==> src/rtl/lkahead_pkg.sv <==
package lkahead_pkg;
   typedef enum logic {
      PH_PRECHARGE = 1'b0,
      PH_EVALUATE  = 1'b1
   } phase_e;

   localparam int MAX_DELAY = 4095;
   localparam int MAX_WIDTH = 1024;
endpackage

==> src/rtl/lkahead_ctl_merge.sv <==
module lkahead_ctl_merge
   import lkahead_pkg::*;
#(
   parameter int LOOKAHEAD = 1
) (
   input  logic   clk,
   input  logic   rst_n,
   input  logic   pc,
   input  logic   ev,
   output phase_e phase
);
   localparam logic LA_EN = (LOOKAHEAD != 0);

   // NAND merge: precharge only when pc high and lookahead eval low
   logic go_eval;
   assign go_eval = ~(pc & ~(ev & LA_EN));
   assign phase   = go_eval ? PH_EVALUATE : PH_PRECHARGE;

   AST_PC_LOW_EVAL: assert property (@(posedge clk) disable iff (!rst_n)
      !pc |-> phase == PH_EVALUATE);
endmodule

==> src/rtl/lkahead_done_celem.sv <==
module lkahead_done_celem
   import lkahead_pkg::*;
(
   input  logic   clk,
   input  logic   rst_n,
   input  phase_e phase,
   input  logic   req,
   output logic   done,
   output logic   fire
);
   logic done_q;

   assign fire = (phase == PH_EVALUATE) && req && !done_q;

   // asymmetric C-element: set needs evaluate and request, reset needs precharge
   always_ff @(posedge clk) begin
      if (!rst_n)                     done_q <= 1'b0;
      else if (phase == PH_PRECHARGE) done_q <= 1'b0;
      else if (req)                   done_q <= 1'b1;
   end

   assign done = done_q;

   AST_SET_ON_REQ: assert property (@(posedge clk) disable iff (!rst_n)
      (phase == PH_EVALUATE && req) |=> done);
   AST_CLR_ON_PRE: assert property (@(posedge clk) disable iff (!rst_n)
      (phase == PH_PRECHARGE) |=> !done);
   AST_HOLD_EVAL: assert property (@(posedge clk) disable iff (!rst_n)
      (phase == PH_EVALUATE && done) |=> done);
endmodule

==> src/rtl/lkahead_match_delay.sv <==
module lkahead_match_delay #(
   parameter int DELAY = 3
) (
   input  logic clk,
   input  logic rst_n,
   input  logic done,
   output logic req_out
);
   localparam int CW = (DELAY > 1) ? $clog2(DELAY + 1) : 1;

   generate
      if (DELAY == 0) begin : g_direct
         assign req_out = done;
         AST_ZERO_DELAY: assert property (@(posedge clk) disable iff (!rst_n)
            $rose(done) |-> req_out);
      end else begin : g_count
         logic [CW-1:0] tick_q;
         always_ff @(posedge clk) begin
            if (!rst_n || !done)         tick_q <= '0;
            else if (tick_q != CW'(DELAY)) tick_q <= tick_q + 1'b1;
         end
         assign req_out = done && (tick_q == CW'(DELAY));
         AST_NOT_ON_RISE: assert property (@(posedge clk) disable iff (!rst_n)
            $rose(done) |-> !req_out);
      end
   endgenerate

   AST_REQ_FALLS: assert property (@(posedge clk) disable iff (!rst_n)
      $fell(done) |-> !req_out);
endmodule

==> src/rtl/lkahead_sr_stage.sv <==
module lkahead_sr_stage
   import lkahead_pkg::*;
#(
   parameter int WIDTH     = 8,
   parameter int DELAY     = 3,
   parameter int LOOKAHEAD = 1
) (
   input  logic             clk,
   input  logic             rst_n,
   input  logic             req_in,
   input  logic [WIDTH-1:0] data_in,
   input  logic             pc_in,
   input  logic             eval_in,
   output logic             ack_out,
   output logic             req_out,
   output logic [WIDTH-1:0] data_out
);
   generate
      if (WIDTH < 1 || WIDTH > MAX_WIDTH) begin : g_bad_width
         $error("lkahead_sr_stage: WIDTH out of range");
      end
      if (DELAY < 0 || DELAY > MAX_DELAY) begin : g_bad_delay
         $error("lkahead_sr_stage: DELAY out of range");
      end
      if (LOOKAHEAD != 0 && LOOKAHEAD != 1) begin : g_bad_la
         $error("lkahead_sr_stage: LOOKAHEAD must be 0 or 1");
      end
   endgenerate

   phase_e           phase;
   logic             done;
   logic             fire;
   logic [WIDTH-1:0] word_q;

   lkahead_ctl_merge #(.LOOKAHEAD(LOOKAHEAD)) u_merge (
      .clk(clk), .rst_n(rst_n), .pc(pc_in), .ev(eval_in), .phase(phase));

   lkahead_done_celem u_celem (
      .clk(clk), .rst_n(rst_n), .phase(phase), .req(req_in),
      .done(done), .fire(fire));

   lkahead_match_delay #(.DELAY(DELAY)) u_delay (
      .clk(clk), .rst_n(rst_n), .done(done), .req_out(req_out));

   // capture on the evaluation start; held through evaluate and precharge
   always_ff @(posedge clk) begin
      if (!rst_n)    word_q <= '0;
      else if (fire) word_q <= data_in;
   end

   assign data_out = word_q;
   assign ack_out  = done;   // acknowledge tapped off before the delay

   AST_EARLY_ACK: assert property (@(posedge clk) disable iff (!rst_n)
      req_out |-> ack_out);
   AST_DATA_HOLD: assert property (@(posedge clk) disable iff (!rst_n)
      (ack_out && $past(ack_out)) |-> $stable(data_out));
   AST_RESET_QUIET: assert property (@(posedge clk)
      !rst_n |=> (!ack_out && !req_out));
endmodule

==> config.mk <==
export PLATFORM = sky130hd
export DESIGN_NAME = lkahead_sr_stage
export DESIGN_NICKNAME = d
export VERILOG_FILES = /design/src/rtl/lkahead_pkg.sv /design/src/rtl/lkahead_ctl_merge.sv /design/src/rtl/lkahead_done_celem.sv /design/src/rtl/lkahead_match_delay.sv /design/src/rtl/lkahead_sr_stage.sv
export SDC_FILE = /design/constraint.sdc
export NUM_CORES = 1
export LEC_CHECK = 0
export BUFFER_PORTS_ARGS = -buffer_cell sky130_fd_sc_hd__buf_2
export CAP_MARGIN = 20
export CORE_AREA = 2 2 39 41
export DETAILED_ROUTE_END_ITERATION = 8
export DIE_AREA = 0 0 41 43
export MAX_ROUTING_LAYER = met4
export PLACE_DENSITY = 0.7
export SLEW_MARGIN = 20
export SYNTH_ARGS = -nofsm -noshare
export SYNTH_HDL_FRONTEND = slang
export SYNTH_SLANG_ARGS = --single-unit
==> constraint.sdc <==
create_clock -name clk -period 1 [get_ports clk]
set_input_delay 0.1 -clock clk [delete_from_list [all_inputs] [get_ports clk]]
set_output_delay 0.1 -clock clk [all_outputs]
set_load 0.02 [all_outputs]
==> results.ini, run 1 <==
[status]
status=finished with violations
violations=negative setup slack

[sta]
drv_slew=0
finalCritPeriodShare_pct=111
fmax_mhz=899
hold_viol_final=0
setup_viol=3
fin_crit_ns=1.11
rsz0062_at_grt=true
fin_ws_ns=-0.113
slew_headroom_pct=80.7
tns_ns=-0.120
skew_ns=0.00386
worst_slew_pin_slew_ns=0.290

[placed_design]
io_buffers=22
place_congestion=0.565
post-place-ws_ns=0.00702
hpwl_um=646
place_area_um2=589

[die]
ios=23
chipWidth_um=41
core.rowCount=14
die-area_mm2=0.00176
die-height_um=43
coreArea_mm2=0.00138
start_util_pct=33.8

[synthesis]
ys_ff_latch=11
syn_inst=49
syn_area_um2=468
yosys_warnings=0
yosysTopAreaCell=dfxtp_1
synthTopCellsByArea=dfxtp_1 (47%), mux2i_1 (19%), nand2_1 (14%)
syn-num-nets=63
synth_top_cell_area_share_pct=47.1
synth_area_per_cell_um2=9.55
seq_area_frac_synth_pct=47.1
synth_cell_types=13

[power_and_ir_drop]
leakage_nw=0.326
intPower_w=0.000694
power.switching_w=0.000248
vdd_ir_drop_max_v=0.000789
pwr-share-comb_pct=16.9
power_density_mw_per_mm2=1420
sw_frac_of_total_pct=26.3
p_clk_share_pct=32.0
pwr-share-seq_pct=51.1
p_total_w=0.000942

[worst_hold_path]
holdPathStages=3
worstHoldStart=data_in[2]
hold_path_end=data_out[2]
hp-class=in2reg

[global_routing]
grt_pass1_wl_um=1410
grt_max_degree=19
antenna_found_initial=0
grt_pass1_vias=383
grt_use_total_pct=12.8
grt_overflow=0

[cts]
clkTransAtPathRegs_ns=0.07
worstSkewPairLatency_ns=0.27
cts_num_sinks=11
htreeDepth=1
cts_tree=yes
cts_root_buf=clkbuf_4
clockBufferDepth=2
numCtsBuffers=3

[cells_and_area]
drive_above_1_share_pct=46.7
final_cell_mix=buf_2 (21), nand2_1 (17), mux2i_1 (9)
design_area_um2=664
antenna_cells=0
final_util_pct=48.0
area_growth_pct=42.0
final_nets=90
final_common_cell=buf_2

[setup_path]
required_ns=0.90
r2r_setup_slack_ns=0
r2r_cells=3
worstPathCellList=ha_4 -> and2_4 -> buf_6
crit_path_end_kind=output port
cp_slowest_cell=dfxtp_2
r2r_start=u_celem.done
setup.worst_path.start_class=flop
cp_slowest_stage_delay_ns=0.34
crit_fanout=2
r2r-end=data_out[6]
critPathKind=reg2out
critical_path_arrival_ns=1.01

[run]
drv_cap=0

[drt]
routed_via_density=4.37
wl_per_cell_um=10.4
dr_total_vias=398
remaining_drc_errors=0
drtIter0Drc=4
ant_nets=0
drt_pre_antenna_iters=3
routed_wl_um=948

==> cells in the mapped netlist, drive strengths merged <==
master and count:
nor2 3, and2 1, nor3b 1, ha 1, xor2 1, nor2b 1, buf 3, nand2 17
o21ai 1, mux2i 9, dfxtp 11
==> stage by stage <==
stage / instances / hold WS (ns)
6_report: 91 / 0.0728
5_1_grt: 91 / 0.0715
4_1_cts: 91 / 0.0672
3_5_place_dp: 86 / 0.356
3_3_place_gp: 86 / 0.349
2_1_floorplan: 49 / 0.231
==> final cells by class <==
class,instances,area (µm²)
fill,141,719
multi-input combinational,35,245
sequential,11,226
timing repair buffer,25,146
clock buffer,4,26.3
tap,16,20.0
==> power by group through the flow <==
stage               combinational (W)  clock, W  sequential, W
floorplan                   0.0000697         0       0.000516
global placement             0.000150         0       0.000487
detailed placement           0.000152         0       0.000488
CTS                          0.000153  0.000313       0.000479
global route                 0.000175  0.000337       0.000484
finish                       0.000159  0.000301       0.000481
==> cell families after synthesis <==
group	count (synthesis)	share of synthesized area (%)
flip-flops	11	47.1
multiplexers	9	19.3
XOR/XNOR	1	1.87
adder cells (fa/ha/maj)	1	2.67
AND/OR/NAND/NOR	23	23.0
buffers and inverters	3	5.08
AO/OA/AOI/OAI	1	1.07
==> sequential cells by signal (all words and copies together), names as in the netlist <==
name and count:
data_out 8, u_celem.done 1, u_delay.g_count.tick_q 2
==> metal layers <==
layer  vias to the layer above  wire, µm  global-route usage [%]  share of wire (%)
met3                         3        57                    6.28                6.0
met4                         0        23                    10.0                2.4
met2                        17       453                    17.8                 48
met1                       169       413                    13.0                 44
li1                        209         -                       -                  -
met5                         -         0                       -                  0
==> worst max-delay path, delay by kind of cell (launching register included) <==
family	cells	cell delay [ns]
adder cells (fa/ha/maj)	1	0.16
buffers and inverters	1	0.12
flip-flops	1	0.34
AND/OR/NAND/NOR	1	0.13
==> worst max path at each step <==
stage,from,end,slack (ns)
after CTS,u_delay.g_count.tick_q[1],req_out,-0.14
final,u_delay.g_count.tick_q[0],req_out,-0.11
after floorplan,u_celem.done,data_out[0],0.01
after detailed placement,u_celem.done,data_out[2],0.007
after global routing,u_delay.g_count.tick_q[0],req_out,-0.15
after global placement,u_celem.done,data_out[6],0.02
==> what timing repair did <==
item,4_1_cts,5_1_grt
pin swaps,2,3
setup buffers,1,0
gates resized for setup,6,6
hold buffers,0,0
endpoints found under the setup margin,4,11
Note: power is estimated with default switching activity, not from simulation.
==> run 2: changes to the inputs <==
RECOVER_POWER = 25   (was unset)
==> run 2 against run 1 <==
Compared with the run above:
- the flow still finishes with violations (negative setup slack)
- setup slack unchanged
- clock power barely moved
- via count increased by 0.25%
- final area down 0.19%
- non-clock buffer count unchanged
==> results.ini, run 2 (synthesis results as in run 1) <==
[cells_and_area]
final_nets=90  ; unchanged
area_growth_pct=41.7
regArea_um2=226  ; unchanged
antenna_cells=0  ; unchanged
multi_input_area_um2=245  ; unchanged
largest_reg_flops=8  ; unchanged
final_cell_mix=buf_2 (20), nand2_1 (17), mux2i_1 (9)
final_util_pct=47.9  ; -0.090 points
drive_above_1_share_pct=45.3  ; -1.3 points
design_area_um2=663  ; -0.19%
fill_cells=139  ; -1.4%
final_common_cell=buf_2

[global_routing]
grt_overflow=0  ; unchanged
antenna_found_initial=0  ; unchanged
grt_use_total_pct=12.8  ; unchanged
grt_pass1_vias=383  ; unchanged
grt_max_degree=19  ; unchanged
grt_pass1_wl_um=1410  ; unchanged

[setup_path]
cp_slowest_stage_delay_ns=0.34  ; about the same
critPathTopFamily=flip-flops
crit_buf_inv=1  ; unchanged
crit_path_end_kind=output port
required_ns=0.90  ; about the same
crit_fanout=2  ; unchanged
critPathKind=reg2out
worstPathCellList=ha_4 -> and2_4 -> buf_6
critical_path_arrival_ns=1.01  ; about the same
cp_slowest_cell=dfxtp_2
setup.worst_path.start_class=flop

[drt]
routed_via_density=4.38  ; +0.25%
drtIter0Drc=4  ; unchanged
remaining_drc_errors=0  ; unchanged
drt_pre_antenna_iters=3  ; unchanged
ant_nets=0  ; unchanged
wl_per_cell_um=10.4  ; +0.11%
routed_wl_um=949  ; +0.11%
dr_total_vias=399  ; +0.25%

[die]
coreArea_mm2=0.00138  ; unchanged
core.rowCount=14  ; unchanged
start_util_pct=33.8  ; unchanged
die-area_mm2=0.00176  ; unchanged
die-height_um=43  ; unchanged
ios=23  ; unchanged
chipWidth_um=41  ; unchanged

[placed_design]
place_congestion=0.565  ; unchanged
hpwl_um=646  ; unchanged
io_buffers=22  ; unchanged
place_area_um2=589  ; unchanged

[status]
violations=negative setup slack
status=finished with violations

[sta]
slew_headroom_pct=80.7  ; unchanged
fin_ws_ns=-0.113  ; unchanged
worst_slew_pin_slew_ns=0.290  ; -0.000000238 ns
finalCritPeriodShare_pct=111  ; unchanged
hold_viol_final=0  ; unchanged
skew_ns=0.00388  ; +0.0000175 ns
fmax_mhz=899  ; unchanged
fin_crit_ns=1.11  ; unchanged
drv_slew=0  ; unchanged
setup_viol=3  ; unchanged
holdWs_ns=0.0728  ; -0.0000227 ns
rsz0062_at_grt=true

[cts]
numCtsBuffers=3  ; unchanged
clkTransAtPathRegs_ns=0.07  ; about the same
cts_tree=yes
cts_root_buf=clkbuf_4
cts_num_sinks=11  ; unchanged
clockBufferDepth=2  ; unchanged
worstSkewPairLatency_ns=0.27  ; about the same
htreeDepth=1  ; unchanged

[power_and_ir_drop]
vdd_ir_drop_max_v=0.000789  ; about the same
p_total_w=0.000941  ; about the same
power_density_mw_per_mm2=1420  ; +0.13%
leakage_nw=0.322  ; -1.2%

[worst_hold_path]
hp-class=in2reg

[run]
drv_cap=0  ; unchanged

==> run 2: changes by cell type in the layout (fill, tap and decap cells not counted), sizes merged <==
| cell | delta |
|---|---|
| buf | -1 |
| clkbuf | +1 |
==> run 2: layer usage <==
layer	global-route usage (%)	share of wire [%]
met5	-	0
met1	13.0	43
met3	6.28	6.0
met4	10.0	2.4
met2	17.8	48
==> run 2: worst register-to-register path, cell delays in order, from the launching register on <==
cell     delay, ns
dfxtp_4       0.37
nor3b_4       0.24
buf_6         0.16
mux2i_1       0.18
==> run 2: per-stage QoR <==
stage | setup WS, ns | instances | TNS [ns]
4_1_cts | -0.142 | 91 | -0.142
3_5_place_dp | 0.00702 | 86 | 0
2_1_floorplan | 0.0111 | 49 | 0
3_3_place_gp | 0.0236 | 86 | 0
5_1_grt | -0.154 | 91 | -0.673
6_report | -0.113 | 91 | -0.121
==> run 2: layout make-up <==
| type | instances | share of cell area (%) |
|---|---|---|
| clock buffer | 4 | 3.96 |
| multi-input combinational | 35 | 37.0 |
| tap | 16 | 3.02 |
| sequential | 11 | 34.2 |
| timing repair buffer | 25 | 21.9 |
==> run 2: what timing repair did <==
item	in CTS	in global routing
setup endpoints to repair	4	11
hold buffers	0	0
setup buffers	1	0
pin swaps	2	3
resized for setup	6	6
endpoints found under the hold margin	0	0
==> run 2: power breakdown <==
part,leakage (nW),internal [W],switching [W]
Clock,0.0150,0.000155,0.000147
Sequential,0.0917,0.000464,0.0000174
Combinational,0.216,0.0000752,0.0000836
Total,0.322,0.000693,0.000248
==> run 2: path summary, 6_finish.rpt <==
check / start / to / slack [ns] / depth (start not counted)
max: u_delay.g_count.tick_q[0] / req_out / -0.11 / 3
max reg2reg: u_celem.done / data_out[6] / 0 / 3
min: data_in[2] / data_out[2] / 0.07 / 3
min reg2reg: data_out[3] / data_out[3] / 0.46 / 2
==> run 3: changes to the inputs <==
PLACE_DENSITY = 0.67   (was 0.7)
==> run 3 against run 2 <==
Compared with the run above:
- the flow still finishes with violations (negative setup slack)
- routed wire length shrank 2.4%
- global-route usage shrank 0.59 points
- combinational power shrank 4%
- utilization shrank 0.18 points
- critical endpoint unchanged
- largest power group unchanged
==> results.ini, run 3 (synthesis results as in run 1) <==
[global_routing]
grt_overflow=0  ; unchanged
grt_max_degree=19  ; unchanged
grt_pass1_wl_um=1390  ; -2.0%
grt_use_total_pct=12.2  ; -0.59 points
grt_pass1_vias=377  ; -1.6%
antenna_found_initial=0  ; unchanged

[sta]
setup_viol=6  ; +3
slew_headroom_pct=80.7  ; about the same
fin_crit_ns=1.11  ; -0.00672 ns
tns_ns=-0.212  ; -0.0917 ns
hold_viol_final=0  ; unchanged
worst_slew_pin_slew_ns=0.290  ; +0.000271 ns
fin_ws_ns=-0.106  ; +0.00672 ns
rsz0062_at_grt=true
drv_slew=0  ; unchanged
fmax_mhz=904  ; +0.61%
skew_ns=0.000468  ; -0.00341 ns
finalCritPeriodShare_pct=111  ; -0.67 points

[setup_path]
r2r_setup_slack_ns=-0.07  ; -0.07 ns
critical_path_arrival_ns=1.01  ; about the same
cp_slowest_cell=dfxtp_2
required_ns=0.90  ; about the same
crit_path_end_kind=output port
critPathKind=reg2out
r2r-end=u_delay.g_count.tick_q[1]
cp_slowest_stage_delay_ns=0.34  ; about the same
r2r_start=u_delay.g_count.tick_q[1]
setup.worst_path.start_class=flop
worstPathCellList=ha_4 -> and2_4 -> buf_6
r2r_cells=5  ; +2
crit_path_start=u_delay.g_count.tick_q[1]
crit_fanout=2  ; unchanged
cp-endpoint=req_out

[drt]
ant_nets=0  ; unchanged
routed_wl_um=926  ; -2.4%
remaining_drc_errors=0  ; unchanged
wl_per_cell_um=10.1  ; -3.5%
routed_via_density=4.49  ; +2.4%
drt_pre_antenna_iters=2  ; -1
drtIter0Drc=2  ; -2
dr_total_vias=413  ; +3.5%

[placed_design]
place_congestion=0.531  ; -6.1%
io_buffers=22  ; unchanged
hpwl_um=654  ; +1.3%

[run]
drv_cap=0  ; unchanged

[worst_hold_path]
hp-class=in2reg

[die]
coreArea_mm2=0.00138  ; unchanged
core.rowCount=14  ; unchanged
ios=23  ; unchanged
die-height_um=43  ; unchanged
die-area_mm2=0.00176  ; unchanged
start_util_pct=33.8  ; unchanged
chipWidth_um=41  ; unchanged

[cts]
clockBufferDepth=2  ; unchanged
hold_buffers=0  ; unchanged
clkTransAtPathRegs_ns=0.06  ; about the same
cts_num_sinks=11  ; unchanged
cts_root_buf=clkbuf_4
worstSkewPairLatency_ns=0.26  ; about the same
htreeDepth=1  ; unchanged
cts_tree=yes
numCtsBuffers=3  ; unchanged

[cells_and_area]
drive_above_1_share_pct=46.1  ; +0.72 points
final_nets=91  ; +1.1%
antenna_cells=0  ; unchanged
final_cell_mix=buf_2 (20), nand2_1 (17), mux2i_1 (9)
largest_reg_flops=8  ; unchanged
area_growth_pct=41.2
final_common_cell=buf_2

[power_and_ir_drop]
leakage_nw=0.325  ; +0.91%
p_total_w=0.000922  ; -2.1%
power_density_mw_per_mm2=1400  ; -1.7%
vdd_ir_drop_max_v=0.000700  ; -11%

[status]
status=finished with violations
violations=negative setup slack

[run 3: cell count changes in the layout (fill, tap and decap cells not counted)]
cell and delta:
buf_6 -1, buf_4 +2, nor3b_4 -1, nor3b_2 +1
[run 3: worst max-delay path: cells and delay by family (launching register included)]
family | cells | cell delay (ns)
DFF | 1 | 0.34
adders and majority gates | 1 | 0.16
and+or+nand+nor | 1 | 0.13
buffers and inverters | 1 | 0.12
[run 3: final cells by class]
type	instances	area (µm²)
tap	16	20.0
sequential	11	226
multi-input combinational	35	239
clock buffer	4	26.3
timing repair buffer	26	149
fill	144	723
[run 3: report_power, final]
| group | switching [W] | internal (W) |
|---|---|---|
| Sequential | 0.0000155 | 0.000464 |
| Combinational | 0.0000827 | 0.0000697 |
| Clock | 0.000136 | 0.000154 |
[run 3: metrics by stage]
stage / hold WS, ns / util [%] / worst slack, ns / cell area (µm²) / instances
after floorplan: 0.231 / - / 0.0111 / 468 / 49
after global placement: 0.348 / 42.6 / 0.0110 / 589 / 86
after detailed placement: 0.358 / 42.6 / -0.0113 / 589 / 86
after CTS: 0.0670 / 46.1 / -0.123 / 638 / 91
after global routing: 0.0769 / 47.7 / -0.138 / 661 / 92
final: 0.0775 / 47.7 / -0.106 / 661 / 92
[run 3: metal layers]
metal  wire length (µm)  vias up  GRT usage, %
li1                   -      210             -
met1                377      188          13.8
met2                491       15          18.1
met3                 56        0          3.14
met4                  0        0          8.00
met5                  0        -             -
[run 3: how the worst min path moves through the flow]
| stage | endpoint | depth (start not counted) | slack (ns) | from |
|---|---|---|---|---|
| final | data_out[2] | 3 | 0.08 | data_in[2] |
| after global routing | data_out[4] | 3 | 0.08 | data_in[4] |
| after CTS | data_out[2] | 3 | 0.07 | data_in[2] |
| after detailed placement | data_out[2] | 3 | 0.36 | data_in[2] |
| after global placement | data_out[7] | 3 | 0.35 | data_in[7] |
| after floorplan | u_celem.done | 2 | 0.23 | eval_in |
[run 3: what timing repair did]
action	in CTS	in global routing
pin swaps	3	2
setup buffers	1	1
setup endpoints to repair	6	8
resized for setup	7	3
hold endpoints to repair	0	0
